==> src/rtl/tbw_pkg.sv <==
package tbw_pkg;
  // Enable state held by the control block
  typedef struct packed {
    logic tmr_en;
    logic wdt_en;
    logic irq_en;
  } tbw_en_t;

  // Number of counter bits in the shared chain for a prescaler and rate field
  function automatic int chain_width(input int base_w, input int sel_w);
    return base_w + (1 << sel_w) - 1;
  endfunction
endpackage

==> src/rtl/tbw_ctrl.sv <==
module tbw_ctrl #(
  parameter int SEL_W    = 3,
  parameter int RATE_RST = (1 << SEL_W) - 1
) (
  input  logic                clk,
  input  logic                rst,
  input  logic                tmr_on_i,
  input  logic                tmr_off_i,
  input  logic                wdt_on_i,
  input  logic                wdt_off_i,
  input  logic                irq_on_i,
  input  logic                irq_off_i,
  input  logic                rate_we_i,
  input  logic [SEL_W-1:0]    rate_i,
  output tbw_pkg::tbw_en_t    en_o,
  output logic [SEL_W-1:0]    rate_o
);
  tbw_pkg::tbw_en_t en_q;
  logic [SEL_W-1:0] rate_q;

  // off strobe has priority over on strobe for each enable
  always_ff @(posedge clk) begin
    if (rst) begin
      en_q   <= '0;
      rate_q <= SEL_W'(RATE_RST);
    end else begin
      if (tmr_off_i)     en_q.tmr_en <= 1'b0;
      else if (tmr_on_i) en_q.tmr_en <= 1'b1;
      if (wdt_off_i)     en_q.wdt_en <= 1'b0;
      else if (wdt_on_i) en_q.wdt_en <= 1'b1;
      if (irq_off_i)     en_q.irq_en <= 1'b0;
      else if (irq_on_i) en_q.irq_en <= 1'b1;
      if (rate_we_i)     rate_q      <= rate_i;
    end
  end

  assign en_o   = en_q;
  assign rate_o = rate_q;

  AST_TMR_OFF_WINS: assert property (@(posedge clk) disable iff (rst)
    tmr_off_i |=> !en_o.tmr_en);
  AST_IRQ_OFF_WINS: assert property (@(posedge clk) disable iff (rst)
    irq_off_i |=> !en_o.irq_en);
  AST_WDT_ON_HOLDS: assert property (@(posedge clk) disable iff (rst)
    (en_o.wdt_en && !wdt_off_i) |=> en_o.wdt_en);
endmodule

==> src/rtl/tbw_divider.sv <==
module tbw_divider #(
  parameter int BASE_W = 8,
  parameter int SEL_W  = 3
) (
  input  logic             clk,
  input  logic             rst,
  input  logic             clr_i,
  input  logic [SEL_W-1:0] sel_i,
  output logic             tick_evt_o,
  output logic             tick_o,
  output logic             tap_o
);
  localparam int NCODE = 1 << SEL_W;
  localparam int DIV_W = tbw_pkg::chain_width(BASE_W, SEL_W);

  logic [DIV_W-1:0] cnt_q, cnt_nxt;
  logic [NCODE-1:0] tap_cur, tap_nxt;
  logic             tick_q, tap_q;

  assign cnt_nxt = clr_i ? '0 : cnt_q + 1'b1;

  // rate code g selects counter bit DIV_W-1-g: higher code, faster tick
  for (genvar g = 0; g < NCODE; g++) begin : g_tap
    assign tap_cur[g] = cnt_q[DIV_W-1-g];
    assign tap_nxt[g] = cnt_nxt[DIV_W-1-g];
  end

  // tick on the rising transition of the currently selected tap
  assign tick_evt_o = !tap_cur[sel_i] && tap_nxt[sel_i];

  always_ff @(posedge clk) begin
    if (rst) begin
      cnt_q  <= '0;
      tick_q <= 1'b0;
      tap_q  <= 1'b0;
    end else begin
      cnt_q  <= cnt_nxt;
      tick_q <= tick_evt_o;
      tap_q  <= tap_nxt[sel_i];
    end
  end

  assign tick_o = tick_q;
  assign tap_o  = tap_q;

  AST_TICK_SINGLE: assert property (@(posedge clk) disable iff (rst)
    tick_o |=> !tick_o);
  AST_CLR_NO_TICK: assert property (@(posedge clk) disable iff (rst)
    clr_i |=> !tick_o);
  AST_CLR_TAP_LOW: assert property (@(posedge clk) disable iff (rst)
    clr_i |=> !tap_o);
endmodule

==> src/rtl/tbw_wdt.sv <==
module tbw_wdt #(
  parameter int WDT_W = 2
) (
  input  logic clk,
  input  logic rst,
  input  logic tick_evt_i,
  input  logic clr_i,
  input  logic en_i,
  input  logic release_i,
  output logic tout_o,
  output logic flag_o
);
  localparam logic [WDT_W-1:0] LAST = '1;

  logic [WDT_W-1:0] stage_q;
  logic             tout_evt, tout_q, flag_q;

  assign tout_evt = tick_evt_i && (stage_q == LAST) && !clr_i;

  always_ff @(posedge clk) begin
    if (rst) begin
      stage_q <= '0;
      tout_q  <= 1'b0;
      flag_q  <= 1'b0;
    end else begin
      if (clr_i)           stage_q <= '0;
      else if (tick_evt_i) stage_q <= stage_q + 1'b1;
      tout_q <= tout_evt;
      if (release_i)               flag_q <= 1'b0;
      else if (en_i && tout_evt)   flag_q <= 1'b1;
    end
  end

  assign tout_o = tout_q;
  assign flag_o = flag_q;

  AST_WCLR_NO_TOUT: assert property (@(posedge clk) disable iff (rst)
    clr_i |=> !tout_o);
  AST_FLAG_HOLD: assert property (@(posedge clk) disable iff (rst)
    (flag_o && !release_i) |=> flag_o);
  AST_FLAG_RELEASE: assert property (@(posedge clk) disable iff (rst)
    release_i |=> !flag_o);
endmodule

==> src/rtl/tbw_timebase_wdt.sv <==
module tbw_timebase_wdt #(
  parameter int BASE_W   = 8,
  parameter int SEL_W    = 3,
  parameter int WDT_W    = 2,
  parameter int RATE_RST = (1 << SEL_W) - 1
) (
  input  logic             clk,
  input  logic             rst,
  input  logic             tmr_on_i,
  input  logic             tmr_off_i,
  input  logic             tmr_clr_i,
  input  logic             wdt_on_i,
  input  logic             wdt_off_i,
  input  logic             wdt_clr_i,
  input  logic             irq_on_i,
  input  logic             irq_off_i,
  input  logic             rate_we_i,
  input  logic [SEL_W-1:0] rate_i,
  output logic             irq_n_o,
  output logic             tick_o,
  output logic             tout_o
);
  tbw_pkg::tbw_en_t en;
  logic [SEL_W-1:0] rate;
  logic             tick_evt, tap, flag, irq_n_q;

  tbw_ctrl #(.SEL_W(SEL_W), .RATE_RST(RATE_RST)) u_ctrl (
    .clk(clk), .rst(rst),
    .tmr_on_i(tmr_on_i), .tmr_off_i(tmr_off_i),
    .wdt_on_i(wdt_on_i), .wdt_off_i(wdt_off_i),
    .irq_on_i(irq_on_i), .irq_off_i(irq_off_i),
    .rate_we_i(rate_we_i), .rate_i(rate_i),
    .en_o(en), .rate_o(rate)
  );

  tbw_divider #(.BASE_W(BASE_W), .SEL_W(SEL_W)) u_div (
    .clk(clk), .rst(rst), .clr_i(tmr_clr_i), .sel_i(rate),
    .tick_evt_o(tick_evt), .tick_o(tick_o), .tap_o(tap)
  );

  tbw_wdt #(.WDT_W(WDT_W)) u_wdt (
    .clk(clk), .rst(rst), .tick_evt_i(tick_evt), .clr_i(wdt_clr_i),
    .en_i(en.wdt_en), .release_i(wdt_clr_i | wdt_off_i | irq_off_i),
    .tout_o(tout_o), .flag_o(flag)
  );

  // registered active-low interrupt level
  always_ff @(posedge clk) begin
    if (rst) irq_n_q <= 1'b1;
    else     irq_n_q <= !(en.irq_en && (flag || (en.tmr_en && tap)));
  end

  assign irq_n_o = irq_n_q;

  AST_IRQ_MASKED: assert property (@(posedge clk) disable iff (rst)
    !en.irq_en |=> irq_n_o);
  AST_TOUT_ON_TICK: assert property (@(posedge clk) disable iff (rst)
    tout_o |-> tick_o);
  AST_FLAG_PULLS_IRQ: assert property (@(posedge clk) disable iff (rst)
    (en.irq_en && flag) |=> !irq_n_o);
  AST_TICK_PULLS_IRQ: assert property (@(posedge clk) disable iff (rst)
    (en.irq_en && en.tmr_en && tick_o) |=> !irq_n_o);
endmodule

==> config.mk <==
export PLATFORM = sky130hd
export DESIGN_NAME = tbw_timebase_wdt
export DESIGN_NICKNAME = d
export VERILOG_FILES = /design/src/rtl/tbw_pkg.sv /design/src/rtl/tbw_ctrl.sv /design/src/rtl/tbw_divider.sv /design/src/rtl/tbw_wdt.sv /design/src/rtl/tbw_timebase_wdt.sv
export SDC_FILE = /design/constraint.sdc
export NUM_CORES = 1
export LEC_CHECK = 0
export ABC_CLOCK_PERIOD_IN_PS = 4300
export BUFFER_PORTS_ARGS = -buffer_cell sky130_fd_sc_hd__buf_4
export CAP_MARGIN = 10
export CORE_MARGIN = 2
export CORE_UTILIZATION = 50
export DETAILED_ROUTE_END_ITERATION = 10
export GPL_TIMING_DRIVEN = 0
export HOLD_SLACK_MARGIN = 0.05
export PLACE_DENSITY = 0.7
export SETUP_SLACK_MARGIN = 0.05
export SKIP_LAST_GASP = 1
export SYNTH_ARGS = -nofsm -noshare
export SYNTH_HDL_FRONTEND = slang
export SYNTH_SLANG_ARGS = --single-unit
==> constraint.sdc <==
create_clock -name clk -period 4.3 [get_ports clk]
set_clock_uncertainty 0.2 [all_clocks]
set_input_delay 0.215 -clock clk [delete_from_list [all_inputs] [get_ports clk]]
set_output_delay 0.215 -clock clk [all_outputs]
set_load 0.02 [all_outputs]
# After elaboration in Yosys (flattened, before gate mapping)
# Cells that the tools add are included.
# op_classes
n_addsub	2
n_eq_ne	1
n_lt_le_gt_ge	1
reduce_logical	16
muxes	5
bitwise	2
# ops
op	n
$add 15x1->15 const B	1
$mux 15	1
$reduce_or 2->1	6
$bmux 1 s3	2
$logic_and 1x1->1	6
$lt 3x4->1 const B	1
$logic_not 1->1	3
$add 2x1->2 const B	1
$eq 2x2->1 const B	1
$mux 1	2
$or 1x1->1	2
$logic_or 1x1->1	1
# totals
in_bits	14
word_cells	39
ff_bits	28

# Depth between registers and ports, before layout
# Gate-level depths: netlist (run 1).
# logic_depth
ltp_word	8
ltp_mapped	7
ltp_nobuf	7

# By module
# From an unflattened synthesis (run 1), not the netlist that was laid out.
# hier_totals
cells_unflattened	143
area_unflattened_um2	1356.3
# modules_own_cells
mod	cells_per_inst	area_per_inst_um2	n_inst
tbw_divider	107	969.7	1
tbw_ctrl	18	191.4	1
tbw_wdt	14	155.1	1
tbw_timebase_wdt	4	40.0	1

# Worst setup path before layout (run 1)
# No wires, ideal clock.
# synth_path
path_type	flip-flop to flip-flop
start	register u_div.cnt_q[0]
end	register u_wdt.flag_q, in the netlist u_wdt.flag_o
path_stages_with_launch	8
arrival_ns	2.077
setup_time_ns	0.117
slack_ns	1.907
period_less_slack_ns	2.393
t_required_ns	3.983
path_cell_list	dfxtp_1 ha_1 nand3_4 nor4_2 mux2i_1 a2111oi_2 a211o_2 a22o_1
# synth_via
elab_chain_len	8
# synth_lines
element	line_no	rtl
start, declared	tbw_divider.sv:16	logic [DIV_W-1:0] cnt_q, cnt_nxt;
start signal, assigned	tbw_divider.sv:37	cnt_q <= cnt_nxt;
$add 15x1->15	tbw_divider.sv:20	assign cnt_nxt = clr_i ? '0 : cnt_q + 1'b1;
$mux 15	tbw_divider.sv:20	
$bmux 1 s3	tbw_divider.sv:29	assign tick_evt_o = !tap_cur[sel_i] && tap_nxt[sel_i];
$mux 1 (not written as such)	tbw_divider.sv:29	
$logic_and 1x1->1	tbw_divider.sv:29	
$logic_and 1x1->1 (2 in series)	tbw_wdt.sv:18	assign tout_evt = tick_evt_i && (stage_q == LAST) && !clr_i;
$logic_and 1x1->1	tbw_wdt.sv:30	else if (en_i && tout_evt) flag_q <= 1'b1;
end signal, assigned	tbw_wdt.sv:24	flag_q <= 1'b0;
end signal, assigned	tbw_wdt.sv:29	if (release_i) flag_q <= 1'b0;
end signal, assigned	tbw_wdt.sv:30	
end, declared	tbw_wdt.sv:16	logic tout_evt, tout_q, flag_q;
# Every way passes these cells. The select of a mux whose other input is x is not followed.
# A chain may end at the register's enable or synchronous reset.

# Worst setup path after layout (run 1)
# Ends and elaborated chain as after synthesis.

==> implementation parameters, run 1 <==
Parameter                              Value

Status
  Result of the run ... complete, but fails checks
  Violations in the final reports ... DRC

CTS
  Number of cells upsized or downsized after cts ... 0
  Sink count of the clock tree ... 28
  Worst skew pair latency ... 0.33 ns
  CTS clock-pin slew for the worst setup and hold paths ... 0.15 ns
  Largest buffer count on any clock path ... 2
  Cts-stage hold buffer count ... 15
  CTS tree ... done
  Number of buffers created by CTS ... 3
  Post-CTS Setup Bufs ... 0
  CTS Root Cell ... clkbuf_4
  CTS H-Tree Depth ... 1

Yosys
  Post-synthesis instance area ... 0.001501 mm²
  Largest family of logic cells by synthesized area ... simple AND/OR/NAND/NOR gates
  Fraction of the mapped netlist area in compound gates ... 0.1217
  Post-synth EDFFs ... 0
  Prevailing post-synth register cell ... dfxtp_1
  Simple-Gate Fraction of Synth Area ... 0.3017
  FFs w/ async S/R, synth ... 0
  Flip-flop and latch count after synthesis ... 28
  Xor/xnor share of the synthesized area ... 0.05833
  Post-synthesis cell count ... 159
  Post-synthesis average cell area ... 9.443 µm²
  Proportion of synthesized area in mux cells ... 0.07667
  Post-synthesis adder-cell area fraction ... 0.01667
  Count of warnings emitted by yosys ... 0
  Net count after synthesis ... 175
  Portion of the post-synthesis area used by sequential elements ... 0.3733
  Number of distinct library cells after synthesis ... 49

Power and ir drop
  Static Leak ... 0.0007108 µW
  Power, Total ... 499.6 µW
  Power density relative to cell area ... 269.3 mW/mm²
  VDD IR-drop max ... 0.1864 mV

Worst setup path
  Bufs and invs on worst path ... 0
  Max stage delay cell, worst path ... dfxtp_1
  Required time at the endpoint of the critical path ... 4.35 ns
  Crit Path Max Fanout ... 7
  Critical path cell sequence ... ha_1, nand3_4, nor4_2, mux2i_1, a2111oi_2, a211o_2, a22o_1
  Largest stage delay on the critical path ... 0.49 ns
  Crit start category ... flop
  Worst EP arrival ... 2.74 ns
  Top cell family by delay on the critical path ... compound AO/OA/AOI/OAI gates
  Classification of the worst setup path ... flop to flop
  Crit end category ... flop

Placement
  Routability-driven placement congestion ratio ... 0.7705
  Post-DP Area ... 0.001653 mm²
  Number of buffers added on ports ... 15
  HPWL after detailed placement ... 2321 µm

Final layout
  # fillers ... 222
  Nets ... 210
  Fraction of layout cells with a size suffix above 1 ... 0.2280
  Most used cells in the layout excluding fill and tap cells ... 28 x dfxtp_1, 25 x nor2_1, 15 x dlygate4sd3_1, 15 x buf_4, 11 x nand2_1
  Number of antenna repair diodes ... 0
  Final standard cell area without fillers ... 0.001856 mm²
  Synthesis-to-layout area growth ... 23.58%
  Most common library cell in the layout ignoring fill and taps ... dfxtp_1

Floorplanning
  Die outline width ... 58.80 µm
  Chip Height ... 58.80 µm
  Core Area ... 0.002805 mm²
  Initial Utilization ... 0.5352
  Number of top-level pins ... 17
  Placement row count ... 19
  Die area ... 0.003457 mm²

Timing
  Number of endpoints with negative hold slack in the final report ... 0
  Measured slew at the worst slew-check pin ... 0.5289 ns
  Unrepaired setup endpoints after global routing ... no
  Period Utilization, post-route ... 0.6254
  Final number of setup-violating endpoints ... 0
  Worst-case headroom to the max-slew limit ... 0.6474
  Sum of negative setup slack ... 0 ns
  Number of slew-limit violations in the final report ... 0
  Max Freq ... 0.3719 GHz
  Period minus WS final ... 2.689 ns

Routing
  Overall via count from detail_route ... 1273
  Count of antenna-violating nets left after detailed routing ... 0
  Vias per std cell ... 5.683
  Number of detailed-route iterations in the first pass ... 7
  Routed wire length ... 3175 µm
  Initial DRC Count ... 58
  Average wire per cell in the routed design ... 14.17 µm
  DRC violation count after routing ... 1

Global route
  Grt ovf ... 0
  Via count of the first global-routing pass ... 1244
  Pin count of the biggest net entering global routing ... 17
  First-pass GRT wire length ... 5230 µm
  Number of antenna violations at the first check in global routing ... 0
  GRT Total Usage ... 0.1939

Run
  Max-cap violation count ... 0

Worst hold path
  Worst hold path type ... flop to flop
[cell usage after synthesis, types with 2 or more instances]
master	n	area, µm²
dfxtp_1	28	560.5
nor2_1	25	93.84
nand2_1	11	41.29
nand3_1	8	40.04
nor3_1	7	35.03
xnor2_1	7	61.31
inv_1	6	22.52
mux2i_1	5	50.05
nor4_1	5	31.28
a21oi_1	3	15.01
buf_6	3	33.78
o21ai_0	3	15.01
xor2_1	3	26.28
a21oi_2	2	17.52
a32oi_1	2	17.52
clkbuf_1	2	7.510
ha_1	2	25.02
mux4_4	2	50.05
nand4_4	2	42.54
o311a_1	2	20.02
o31a_1	2	17.52
or3_1	2	12.51
[kinds of logic (layout without fill, tap and decap cells)]
logic type | count (synthesis) | in the layout
AND/OR/NAND/NOR | 77 | 77
flip-flops | 28 | 28
AO/OA/AOI/OAI | 22 | 22
buffers and inverters | 12 | 46
XOR/XNOR | 10 | 10
multiplexers | 8 | 8
adder cells (fa/ha/maj) | 2 | 2
[where the power goes]
| group | internal (µW) | leakage, µW | switching (µW) |
|---|---|---|---|
| clock network | 94.4 | 0.0000279 | 81.6 |
| logic | 30.7 | 0.000455 | 23.7 |
| registers | 265 | 0.000227 | 4.51 |
| total | 390 | 0.000711 | 110 |
[per-stage QoR]
stage | std cells | hold slack (ns) | util | setup slack [ns]
5_1_grt | 224 | 0.2394 | 0.6615 | 1.494
6_report | 224 | 0.2210 | 0.6615 | 1.611
3_3_place_gp | 205 | 0.1780 | 0.5892 | 1.698
3_5_place_dp | 205 | 0.1921 | 0.5892 | 1.641
2_1_floorplan | 159 | 0.09179 | - | 1.907
4_1_cts | 224 | 0.2325 | 0.6615 | 1.621
[routing by layer]
metal | up-vias | track usage | share of wire
met2 | 24 | 0.3413 | 0.50
met5 | - | 0 | 0
met1 | 605 | 0.2414 | 0.45
li1 | 638 | - | -
met4 | 0 | 0.07792 | 0.019
met3 | 6 | 0.01978 | 0.035
[layout make-up]
class / count / area, µm² / share of cell area
inverter: 6 / 22.52 / 0.01214
clock inverter: 1 / 30.03 / 0.01618
sequential: 28 / 560.5 / 0.3021
tap: 31 / 38.79 / 0.02090
multi-input combinational: 119 / 863.3 / 0.4653
buffer: 6 / 55.05 / 0.02967
timing repair buffer: 30 / 262.8 / 0.1416
clock buffer: 3 / 22.52 / 0.01214
[flip-flops by register name, summed over array words and instances, names as in the netlist]
| signal | flops |
|---|---|
| u_wdt.tout_o | 1 |
| u_ctrl.rate_o | 3 |
| u_div.tick_o | 1 |
| u_div.cnt_q | 15 |
| irq_n_o | 1 |
| u_ctrl.en_o | 3 |
| u_wdt.flag_o | 1 |
| u_wdt.stage_q | 2 |
| u_div.tap_o | 1 |
[path summary, 6_finish.rpt]
kind,startpoint,slack [ns],cells after the start,end
min reg2reg,u_ctrl.en_o[0],0.22,1,irq_n_o
max reg2reg,u_div.cnt_q[0],1.61,7,u_wdt.flag_o
min,u_ctrl.en_o[0],0.22,1,irq_n_o
max,u_div.cnt_q[0],1.61,7,u_wdt.flag_o
(Power assumes the default switching activity.)
==> run 2: changes to the inputs <==
- ABC_AREA: unset -> 1
- ABC_CLOCK_PERIOD_IN_PS: 4300 -> 2310
- PLACE_DENSITY: 0.7 -> 0.73
- clock period: 4.3 -> 2.31 ns (I/O delays scaled with it)
==> run 2 against run 1 <==
Sequential share of layout area is 1.9 points higher; largest cell class unchanged; clock power grew 82%; synthesized area fell by 6.1%; highest routed layer unchanged; register-to-register slack got worse by 1.3 ns; the flow now finishes without violations; wire length rose by 1.4%; final cell count rose by 16%; critical path depth is 6 higher; combinational power is 120% higher.
==> implementation parameters, run 2 <==
Parameter                              Value

CTS
  Number of buffers created by CTS ... 3 (unchanged)
  Largest buffer count on any clock path ... 2 (unchanged)
  Sink count of the clock tree ... 28 (unchanged)
  CTS tree ... done
  Cts-stage hold buffer count ... 13 (-2)
  Number of cells upsized or downsized after cts ... 0 (unchanged)
  CTS H-Tree Depth ... 1 (unchanged)
  Post-CTS Setup Bufs ... 0 (unchanged)
  CTS clock-pin slew for the worst setup and hold paths ... 0.15 ns (about the same)
  CTS Root Cell ... clkbuf_4
  Worst skew pair latency ... 0.33 ns (about the same)

Routing
  Routed wire length ... 3221 µm (+1.4%)
  Overall via count from detail_route ... 1346 (+5.7%)
  DRC violation count after routing ... 0 (-1)
  Count of antenna-violating nets left after detailed routing ... 0 (unchanged)
  Average wire per cell in the routed design ... 12.39 µm (-13%)
  Number of detailed-route iterations in the first pass ... 4 (-3)
  Vias per std cell ... 5.177 (-8.9%)
  Initial DRC Count ... 62 (+6.9%)

Worst setup path
  Crit Path Max Fanout ... 8 (+1)
  Top cell family by delay on the critical path ... simple AND/OR/NAND/NOR gates
  Most frequent CP cell ... nand3_1
  Crit end category ... flop
  Required time at the endpoint of the critical path ... 2.39 ns (-1.96 ns)
  Critical path cell sequence ... ha_1, nand2_2, nor2_4, nand3_1, nand2_1, nand3_1, nand2_1, nand3_1, nand3_2, nand3_1, nand2_1, inv_1, nor2_1
  Crit start category ... flop
  Worst EP arrival ... 2.09 ns (-0.65 ns)
  Largest stage delay on the critical path ... 0.39 ns (-0.10 ns)
  Classification of the worst setup path ... flop to flop
  Max stage delay cell, worst path ... dfxtp_1
  Bufs and invs on worst path ... 1 (+1)

Placement
  Number of buffers added on ports ... 15 (unchanged)
  HPWL after detailed placement ... 2199 µm (-5.2%)
  Post-DP Area ... 0.001562 mm² (-5.5%)
  Routability-driven placement congestion ratio ... 0.8385 (+8.8%)

Final layout
  Register with the most flip-flops ... u_div.cnt_q
  Most used cells in the layout excluding fill and tap cells ... 36 x nand2_1, 29 x nor2_1, 28 x dfxtp_1, 25 x inv_1, 21 x nand3_1
  Share of the core filled with cells ... 0.6436 (-0.01788)
  Number of antenna repair diodes ... 0 (unchanged)
  Final standard cell area without fillers ... 0.001744 mm² (-6.0%)
  Nets ... 246 (+17%)
  Max reg flops ... 15 (unchanged)
  Synthesis-to-layout area growth ... 23.69% (about the same)
  Fraction of layout cells with a size suffix above 1 ... 0.1747 (-0.05331)
  Most common library cell in the layout ignoring fill and taps ... nand2_1

Yosys
  FFs w/ async S/R, synth ... 0 (unchanged)
  Area leader, netlist ... dfxtp_1
  Flip-flop and latch count after synthesis ... 28 (unchanged)
  Post-synthesis average cell area ... 7.158 µm² (-24%)
  Cell with the most instances after synthesis ... nand2_1
  Prevailing post-synth register cell ... dfxtp_1
  Post-synth top area share ... 0.3975 (+0.02418)
  Portion of the post-synthesis area used by sequential elements ... 0.3975 (+0.02418)
  Count of warnings emitted by yosys ... 0 (unchanged)
  Post-synth EDFFs ... 0 (unchanged)
  List of most frequent post-synthesis cells ... 36 x nand2_1, 29 x nor2_1, 28 x dfxtp_1
  Net count after synthesis ... 213 (+22%)
  Post-synthesis cell count ... 197 (+24%)
  Number of distinct library cells after synthesis ... 21 (-57%)
  Synth top area cells ... dfxtp_1 40%, nand2_1 9.6%, nor2_1 7.7%
  Post-synthesis instance area ... 0.001410 mm² (-6.1%)

Timing
  Number of endpoints with negative hold slack in the final report ... 0 (unchanged)
  Sum of negative setup slack ... 0 ns (unchanged)
  Final number of setup-violating endpoints ... 0 (unchanged)
  Measured slew at the worst slew-check pin ... 0.4217 ns (-0.1072 ns)
  Period Utilization, post-route ... 0.8683 (+0.2429)
  Period minus WS final ... 2.006 ns (-0.6833 ns)
  Max Freq ... 0.4986 GHz (+34%)
  Number of slew-limit violations in the final report ... 0 (unchanged)
  Worst-case headroom to the max-slew limit ... 0.7188 (+0.07144)
  Unrepaired setup endpoints after global routing ... no

Floorplanning
  Number of top-level pins ... 17 (unchanged)
  Die outline width ... 57.11 µm (-2.9%)
  Initial Utilization ... 0.5203 (-0.01492)
  Chip Height ... 57.11 µm (-2.9%)
  Core Area ... 0.002710 mm² (-3.4%)
  Die area ... 0.003261 mm² (-5.7%)
  Placement row count ... 19 (unchanged)

Run
  Max-cap violation count ... 0 (unchanged)

Global route
  Pin count of the biggest net entering global routing ... 17 (unchanged)
  GR Util met3 ... 0.02041 (+0.0006279)
  Met1 Usage GRT ... 0.2436 (+0.002210)
  Grt ovf ... 0 (unchanged)
  Most Crowded Layer GR ... met2
  GRT Total Usage ... 0.2150 (+0.02108)
  Via count of the first global-routing pass ... 1324 (+6.4%)
  First-pass GRT wire length ... 5492 µm (+5.0%)
  Number of antenna violations at the first check in global routing ... 0 (unchanged)
  Met2 Use GR ... 0.4023 (+0.06103)

Power and ir drop
  Power, Total ... 947.6 µW (+90%)
  Static Leak ... 0.0007342 µW (+3.3%)
  VDD IR-drop max ... 0.3878 mV (+110%)
  Power density relative to cell area ... 543.3 mW/mm² (+100%)

Worst hold path
  Worst hold path type ... flop to flop

Status
  Result of the run ... complete, no violations
-- run 2: changes by cell type in the layout (fill, tap and decap cells not counted), moves of 6 or more --
cell / previous run / this run
nand2_1: 11 / 36
a21oi_1: 3 / 11
nand3_1: 8 / 21
inv_1: 6 / 25
nand4_1: 1 / 7
o21ai_0: 3 / 9
-- run 2: metrics by stage --
stage / hold slack, ns / setup WS (ns) / instances
after global placement: 0.08042 / 0.3852 / 243
after global routing: 0.2469 / 0.09375 / 260
final: 0.2354 / 0.3042 / 260
after floorplan: -0.007706 / 0.5655 / 197
after detailed placement: 0.08461 / 0.3392 / 243
after CTS: 0.2388 / 0.3029 / 260
-- run 2: final cells by class --
type	count	area, µm²
fill	253	965.9
multi-input combinational	140	719.4
sequential	28	560.5
timing repair buffer	28	242.7
inverter	27	115.1
tap	31	38.79
clock inverter	1	30.03
clock buffer	3	22.52
buffer	2	15.01
-- run 2: final timing paths --
check                  from          endpoint  slack [ns]  cells past startpoint
max          u_div.cnt_q[0]  u_wdt.stage_q[0]        0.30                     13
min          u_ctrl.en_o[0]           irq_n_o        0.24                      1
max reg2reg  u_div.cnt_q[0]  u_wdt.stage_q[0]        0.30                     13
min reg2reg  u_ctrl.en_o[0]           irq_n_o        0.24                      1
-- run 2: worst reg2reg max path, cell delays in order (launching register included) --
cell	delay, ns
dfxtp_1	0.39
ha_1	0.22
nand2_2	0.09
nor2_4	0.18
nand3_1	0.10
nand2_1	0.07
nand3_1	0.10
nand2_1	0.09
nand3_1	0.08
nand3_2	0.13
nand3_1	0.11
nand2_1	0.07
inv_1	0.04
nor2_1	0.08
-- run 2: cell families after synthesis --
kind of cell,Yosys count,share of synthesized area
buffers and inverters,29,0.09228
AO/OA/AOI/OAI,21,0.07453
AND/OR/NAND/NOR,115,0.4055
adder cells (fa/ha/maj),2,0.01774
XOR/XNOR,2,0.01242
flip-flops,28,0.3975
-- run 2: layer usage --
metal  vias to the layer above  part of all wire
met1                       620              0.42
met3                         6             0.025
met5                         -                 0
met4                         0             0.015
met2                        23              0.54
li1                        697                 -
-- run 2: power by group --
part,total (µW),switching (µW),leakage (µW),internal [µW]
registers,506,10.8,0.000228,496
logic,120,61.2,0.000479,58.8
clock network,321,146,0.0000279,176
